$ cat src/rtl/gen_pause_pkg.sv
package gen_pause_pkg;

    localparam int unsigned EN_W_DEF   = 32;
    localparam int unsigned LANE_W_DEF = 8;

    typedef enum logic [1:0] {
        ST_START  = 2'd0,
        ST_WAIT   = 2'd1,
        ST_PAUSE  = 2'd2,
        ST_RESUME = 2'd3
    } pause_st_e;

    typedef struct packed {
        logic capture_en;
        logic ack;
        logic pause;
    } seq_ctl_t;

    function automatic logic st_pauses(input pause_st_e st);
        return (st == ST_PAUSE);
    endfunction

    function automatic pause_st_e st_next(input pause_st_e st,
                                          input logic full,
                                          input logic latched);
        pause_st_e n;
        n = st;
        case (st)
            ST_START:  n = ST_WAIT;
            ST_WAIT:   n = full ? ST_PAUSE : ST_WAIT;
            ST_PAUSE:  n = latched ? ST_RESUME : ST_PAUSE;
            ST_RESUME: n = ST_WAIT;
            default:   n = ST_START;
        endcase
        return n;
    endfunction

endpackage

$ cat src/rtl/gen_pause_latch.sv
module gen_pause_latch (
    input  logic clk_i,
    input  logic rst_i,
    input  logic capture_en_i,
    input  logic done_i,
    input  logic ack_i,
    output logic latch_o
);
    logic latch_q;

    always_ff @(posedge clk_i) begin
        if (rst_i) begin
            latch_q <= 1'b0;
        end else if (ack_i) begin
            latch_q <= 1'b0;
        end else if (capture_en_i && done_i) begin
            latch_q <= 1'b1;
        end
    end

    assign latch_o = latch_q;
endmodule

$ cat src/rtl/gen_pause_seq.sv
module gen_pause_seq
    import gen_pause_pkg::*;
(
    input  logic      clk_i,
    input  logic      rst_i,
    input  logic      full_i,
    input  logic      latch_i,
    output pause_st_e st_o,
    output seq_ctl_t  ctl_o
);
    pause_st_e st_q;
    pause_st_e st_d;

    always_comb begin
        st_d = st_next(st_q, full_i, latch_i);
    end

    always_ff @(posedge clk_i) begin
        if (rst_i) begin
            st_q <= ST_START;
        end else begin
            st_q <= st_d;
        end
    end

    always_comb begin
        ctl_o.pause      = st_pauses(st_q);
        ctl_o.capture_en = (st_q == ST_PAUSE);
        ctl_o.ack        = (st_q == ST_PAUSE) && latch_i;
    end

    assign st_o = st_q;
endmodule

$ cat src/rtl/gen_pause_mask.sv
module gen_pause_mask #(
    parameter int unsigned EN_W   = 32,
    parameter int unsigned LANE_W = 8
) (
    input  logic            pause_i,
    input  logic [EN_W-1:0] glob_i,
    output logic [EN_W-1:0] mod_o,
    output logic [EN_W-1:0] en_o
);
    localparam int unsigned LANES = EN_W / LANE_W;

    for (genvar g = 0; g < LANES; g++) begin : g_lane
        logic [LANE_W-1:0] lane_mod;
        assign lane_mod = {LANE_W{pause_i}};
        assign mod_o[g*LANE_W +: LANE_W] = lane_mod;
        assign en_o[g*LANE_W +: LANE_W]  = glob_i[g*LANE_W +: LANE_W] ^ lane_mod;
    end
endmodule

$ cat src/rtl/gen_pause_ctrl.sv
module gen_pause_ctrl
    import gen_pause_pkg::*;
#(
    parameter int unsigned EN_W   = EN_W_DEF,
    parameter int unsigned LANE_W = LANE_W_DEF
) (
    input  logic            clk_i,
    input  logic            rst_i,
    input  logic            buf_full_i,
    input  logic            host_done_i,
    input  logic [EN_W-1:0] glob_en_i,
    output logic [EN_W-1:0] mod_word_o,
    output logic [EN_W-1:0] gen_en_o
);
    pause_st_e st_q;
    seq_ctl_t  ctl;
    logic      latch_q;

    gen_pause_seq u_seq (
        .clk_i   (clk_i),
        .rst_i   (rst_i),
        .full_i  (buf_full_i),
        .latch_i (latch_q),
        .st_o    (st_q),
        .ctl_o   (ctl)
    );

    gen_pause_latch u_latch (
        .clk_i        (clk_i),
        .rst_i        (rst_i),
        .capture_en_i (ctl.capture_en),
        .done_i       (host_done_i),
        .ack_i        (ctl.ack),
        .latch_o      (latch_q)
    );

    gen_pause_mask #(.EN_W(EN_W), .LANE_W(LANE_W)) u_mask (
        .pause_i (ctl.pause),
        .glob_i  (glob_en_i),
        .mod_o   (mod_word_o),
        .en_o    (gen_en_o)
    );
endmodule

$ cat config.mk
export PLATFORM = sky130hd
export DESIGN_NAME = gen_pause_ctrl
export DESIGN_NICKNAME = d
export VERILOG_FILES = /design/src/rtl/gen_pause_pkg.sv /design/src/rtl/gen_pause_latch.sv /design/src/rtl/gen_pause_seq.sv /design/src/rtl/gen_pause_mask.sv /design/src/rtl/gen_pause_ctrl.sv
export SDC_FILE = /design/constraint.sdc
export NUM_CORES = 1
export LEC_CHECK = 0
export BUFFER_PORTS_ARGS = -buffer_cell sky130_fd_sc_hd__buf_2
export CELL_PAD_IN_SITES_DETAIL_PLACEMENT = 0
export CELL_PAD_IN_SITES_GLOBAL_PLACEMENT = 1
export CORE_ASPECT_RATIO = 0.9
export CORE_UTILIZATION = 19
export CTS_CLUSTER_DIAMETER = 40
export DETAILED_ROUTE_END_ITERATION = 7
export PLACE_DENSITY_LB_ADDON = 0.15
export SLEW_MARGIN = 20
export SYNTH_ARGS = -nofsm -noshare
export SYNTH_HDL_FRONTEND = slang
export SYNTH_SLANG_ARGS = --single-unit
$ cat constraint.sdc
create_clock -name clk_i -period 2.5 [get_ports clk_i]
set_input_delay 0.375 -clock clk_i [delete_from_list [all_inputs] [get_ports clk_i]]
set_output_delay 0.375 -clock clk_i [all_outputs]
set_load 0.005 [all_outputs]
==> run_results.csv, run 1 <==
group,metric,value,unit
route,drt_iter0_drc,1,
grt,grtUsageTotal,0.0696,
place,placed_cells,191,
place,dpl.hpwl,1310,µm
setup_path,worst_r2r_endpoint,"u_seq.st_o[0]",
grt,grt_first_pass_wirelength,2140,µm
grt,antenna_found_initial,0,
power_and_ir_drop,switching_share,0.337,
clocking,cts_tree,"built",
finish,fillers,392,
clocking,post_cts_buffers,0,
die,core,3500,µm²
route,drtPass1Iterations,4,
synthesis,synth-seq-cells,3,
min_path,hold_end,"u_latch.latch_o",
power_and_ir_drop,sequentialPowerShare,0.128,
power_and_ir_drop,vdd_drop_max,0.143,mV
clocking,cts_buffers,3,
timing,fmax,543,MHz
timing,finalWorstSetupSlack,0.659,ns
clocking,ctsHoldBuffers,0,
setup_path,cp_max_fo,32,
power_and_ir_drop,switchingPower,151,µW
setup_path,critPathLaunchType,"flop",
place,pre_cts_ws,0.865,ns
die,die_h,60.5,µm
grt,overflow,0,
synthesis,synth_nets,120,
clocking,cts_root_buf,"clkbuf_8",
setup_path,crit-reg2reg-launch,"u_seq.st_o[0]",
power_and_ir_drop,p_clk_frac,0.309,
setup_path,worstRegToRegCells,5,
clocking,clock_latency,0.21,ns
min_path,hold_depth,2,
route,wirelength,1550,µm
clocking,cts.sinks,3,
min_path,holdCritPathClass,"in2reg",
power_and_ir_drop,p_int,297,µW
power_and_ir_drop,power_density,434,nW/µm²
setup_path,critical_path_arrival,1.47,ns
setup_path,endpoint_kind,"primary output",
grt,grt_max_degree,37,
synthesis,synth_cell_type_count,14,
timing,worst_slew_pin_slew,0.449,ns
timing,fin_worst_skew,0.00115,ns
min_path,hold_start,"rst_i",
timing,tns,0,ns
die,die_x,67.0,µm
outcome,status,"finished clean",
finish,finalNonFillerCells,195,
power_and_ir_drop,power.leakage,0.704,nW
finish,drive_above_1_share,0.695,
route,vias,700,
timing,rsz0062_at_grt,"false",
timing,hold_viol_final,0,
timing,fin_crit_sh,0.736,
timing,relSlewSlack,0.701,
timing,layout_min_cycle_time,1.84,ns
synthesis,synth_area,722,µm²
clocking,clkTransAtPathRegs,0.03,ns
place,place_congestion,0.625,
run,cap_violations,0,
synthesis,netlist_instances,82,
timing,report.final.slew_viol_count,0,
route,drc,0,
clocking,cts-resized-gates,0,
setup_path,crit_type,"reg2out",
die,initial_core_util,0.206,
die,std_cell_rows,20,
grt,grt_pass1_vias,576,
place,place_area,988,µm²
route,wl_per_cell,7.93,µm
synthesis,syn_area_per_cell,8.80,µm²
route,routed_via_density,3.59,
synthesis,yosysWarningCount,0,
setup_path,crit_required,2.12,ns
die,ioPinCount,100,
clocking,htreeDepth,1,
finish,syn2layout_area_growth,43.2,%
route,ant_nets,0,
finish,n_antenna_cell,0,
power_and_ir_drop,power_frac_comb,0.563,
finish,fin_area,1030,µm²
synthesis,synth_seq_area_share,0.0832,
die,die-area,4050,µm²
place,portBuffers,99,
setup_path,rrSetupSlack,1.17,ns
finish,nNetsFinal,190,
clocking,cts_buffer_depth,2,
power_and_ir_drop,finalPower,448,µW
timing,setup_viol,0,
## state kept, by name (all words and copies together) (netlist names)
register and cells:
u_seq.st_o 2, u_latch.latch_o 1
## critical path: stages (launching register included)
cell     delay [ns]
dfxtp_1        0.30
inv_1          0.05
ha_2           0.16
buf_4          0.40
xor2_1         0.19
buf_2          0.13
## final cells by class
class | count | area, µm² | area share
well taps | 44 | 55.1 | 0.0533
inverters | 2 | 7.51 | 0.00726
clock buffers | 4 | 45.0 | 0.0436
repair buffers | 101 | 510 | 0.494
multi-input cells | 41 | 355 | 0.344
flip-flops and latches | 3 | 60.1 | 0.0581
## worst max path at each step
stage / startpoint / endpoint / cells after the start
after global routing: u_seq.st_o[0] / gen_en_o[26] / 5
after CTS: u_seq.st_o[0] / gen_en_o[15] / 5
after floorplan: u_seq.st_o[0] / gen_en_o[10] / 5
final: u_seq.st_o[0] / gen_en_o[15] / 5
after global placement: u_seq.st_o[0] / gen_en_o[8] / 5
after detailed placement: u_seq.st_o[0] / gen_en_o[15] / 5
## power by group through the flow
| stage | clock network (mW) | registers [mW] | logic [mW] |
|---|---|---|---|
| 2_1_floorplan | 0 | 0.0573 | 0.191 |
| 3_3_place_gp | 0 | 0.0578 | 0.259 |
| 3_5_place_dp | 0 | 0.0582 | 0.257 |
| 4_1_cts | 0.143 | 0.0575 | 0.258 |
| 5_1_grt | 0.145 | 0.0583 | 0.290 |
| 6_report | 0.139 | 0.0574 | 0.252 |
## cells in the mapped netlist (all sizes together)
library cell,instances,area share
nand3b,1,0.010
xor2,32,0.39
a211oi,2,0.021
inv,2,0.010
mux2i,1,0.014
buf,36,0.42
a21oi,1,0.0069
nor2,1,0.0052
dfxtp,3,0.083
ha,2,0.035
nand2b,1,0.0087
## layout by cell type (no fill, tap or decap), drive strengths merged
master,synthesis,layout
a21oi,1,1
nand2b,1,1
dfxtp,3,3
nand3b,1,1
buf,36,101
inv,2,2
clkbuf,0,4
mux2i,1,1
xor2,32,32
nor2,1,1
a211oi,2,2
ha,2,2
## kinds of logic (layout without fill, tap and decap cells)
group / count (synthesis) / count (layout) / synth area share
buffers and inverters: 38 / 107 / 0.428
muxes: 1 / 1 / 0.0139
DFF: 3 / 3 / 0.0832
xor gates and xnor gates: 32 / 32 / 0.388
and+or+nand+nor: 3 / 3 / 0.0243
adders and majority gates: 2 / 2 / 0.0347
AOI/OAI and AO/OA: 3 / 3 / 0.0277
## metrics by stage
stage          hold slack [ns]   util
4_1_cts                  0.349  0.295
3_5_place_dp             0.470  0.282
3_3_place_gp             0.468  0.282
2_1_floorplan            0.444      -
5_1_grt                  0.367  0.295
6_report                 0.358  0.295
## per-layer routing
| metal | vias to the layer above | global-route usage | share of wire |
|---|---|---|---|
| li1 | 354 | - | - |
| met1 | 291 | 0.0526 | 0.32 |
| met2 | 55 | 0.159 | 0.57 |
| met3 | 0 | 0.0188 | 0.11 |
| met4 | 0 | 0.0274 | 0 |
| met5 | - | 0 | 0 |
Power figures use the tool's default switching activity.
==> inputs of run 2 (changes only) <==
Clock period 2.5 ns to 1.7 ns, I/O delays scaled along.
==> run 2 against run 1 <==
First-iteration DRC count rose to 16 times the previous value. Non-clock buffer count stayed put. Setup slack worse by 0.53 ns. Cell count stayed put. Core utilization rose by 0.71 points. Count of clock-buffer cells in the layout unchanged.
==> run_results.csv, run 2 (synthesis gave the netlist of run 1 again) <==
group,metric,value,unit
outcome,status,"finished clean",
min_path,holdCritPathClass,"in2reg",
setup_path,crit-reg2reg-launch,"u_seq.st_o[0]",
grt,grt_pass1_vias,467,
timing,layout_min_cycle_time,1.57,ns
setup_path,crit_required,1.44,ns
place,portBuffers,99,
timing,fin_crit_sh,0.923,
clocking,cts.sinks,3,
setup_path,max_stage_delay,0.30,ns
die,core,3500,µm²
setup_path,rrSetupSlack,0.51,ns
timing,report.final.slew_viol_count,0,
setup_path,crit_chain,"inv_1, ha_2, buf_12, xor2_1, buf_2",
timing,hold_viol_final,0,
power_and_ir_drop,vdd_drop_max,0.669,mV
finish,n_antenna_cell,0,
die,std_cell_rows,20,
clocking,cts_buffers,3,
min_path,hold_depth,2,
route,ant_nets,0,
die,die_h,60.5,µm
power_and_ir_drop,power.leakage,0.710,nW
timing,tns,0,ns
min_path,hold_start,"buf_full_i",
setup_path,endpoint_kind,"primary output",
setup_path,worst_r2r_endpoint,"u_seq.st_o[0]",
grt,grt_max_degree,42,
die,initial_core_util,0.206,
die,ioPinCount,100,
grt,grt_busiest_layer,"met2",
route,drc,0,
timing,fmax,637,MHz
setup_path,crit_slowest_cell,"dfxtp_1",
grt,antenna_found_initial,0,
route,routed_via_density,3.57,
timing,worst_slew_pin_slew,0.189,ns
run,cap_violations,0,
timing,fin_worst_skew,0.000977,ns
finish,postLayoutCoreUtil,0.302,
grt,use_met2,0.133,
grt,met3_usage,0.0320,
clocking,clkTransAtPathRegs,0.03,ns
route,wl_per_cell,8.15,µm
clocking,cts_buffer_depth,2,
clocking,post_cts_buffers,0,
finish,drive_above_1_share,0.695,
finish,layout_common_cells,"99 x buf_2, 32 x xor2_1, 3 x clkbuf_8, 3 x dfxtp_1",
finish,syn2layout_area_growth,46.6,%
grt,grt_first_pass_wirelength,2080,µm
min_path,hold_end,"u_seq.st_o[0]",
grt,grtUsageTotal,0.0700,
setup_path,crit_path_start,"u_seq.st_o[0]",
finish,fillers,372,
route,vias,697,
power_and_ir_drop,power_density,640,nW/µm²
place,dpl.hpwl,1330,µm
timing,setup_viol,0,
route,drt_iter0_drc,16,
clocking,ctsHoldBuffers,0,
finish,nNetsFinal,190,
setup_path,worstRegToRegCells,5,
grt,overflow,0,
timing,relSlewSlack,0.873,
timing,rsz0062_at_grt,"false",
die,die-area,4050,µm²
place,place_congestion,0.626,
route,wirelength,1590,µm
setup_path,critPathLaunchType,"flop",
power_and_ir_drop,finalPower,678,µW
grt,gr-usage-met1,0.0693,
clocking,clock_latency,0.21,ns
clocking,cts-resized-gates,0,
setup_path,critical_path_arrival,1.31,ns
route,drtPass1Iterations,2,
finish,layout_commonest_cell,"buf_2",
finish,largest_reg_flops,2,
setup_path,cp_max_fo,27,
clocking,cts_tree,"built",
clocking,htreeDepth,1,
clocking,cts_root_buf,"clkbuf_8",
setup_path,crit_type,"reg2out",
die,die_x,67.0,µm
-- run 2: per-stage QoR --
step / setup slack (ns) / cell area (µm²) / std cells / hold slack, ns
floorplan: 0.114 / 724 / 82 / 0.324
global placement: 0.354 / 1010 / 191 / 0.451
detailed placement: 0.343 / 1010 / 191 / 0.453
CTS: 0.107 / 1060 / 195 / 0.227
global route: 0.0461 / 1060 / 195 / 0.237
finish: 0.130 / 1060 / 195 / 0.231
-- run 2: critical path, delay by kind of cell (launching register included) --
family / cells / cell delay (ns)
buf+inv: 3 / 0.40
flops: 1 / 0.30
fa+ha+maj: 1 / 0.23
xor+xnor: 1 / 0.16
-- run 2: final cells by class --
cell class	instances	area (µm²)	share of cell area
clock buffer	4	45.0	0.0426
inverter	2	7.51	0.00709
multi-input combinational	41	355	0.336
sequential	3	60.1	0.0567
tap	44	55.1	0.0520
timing repair buffer	101	536	0.506
-- run 2: worst max path at each step --
stage                               to  slack [ns]
after floorplan           gen_en_o[10]        0.11
after global placement    gen_en_o[10]        0.35
after detailed placement  gen_en_o[30]        0.34
after CTS                 gen_en_o[30]        0.11
after global routing      gen_en_o[30]        0.05
final                     gen_en_o[30]        0.13
-- run 2: routing by layer --
metal,up-vias,wire (µm)
li1,354,-
met1,289,564
met2,54,805
met3,0,219
met4,0,0
met5,-,0
-- run 2: where the power goes --
group	leakage (nW)	switching [mW]	internal, mW
registers	0.0247	0.00488	0.0798
clock network	0.0228	0.0454	0.160
logic	0.662	0.177	0.211
total	0.710	0.227	0.451
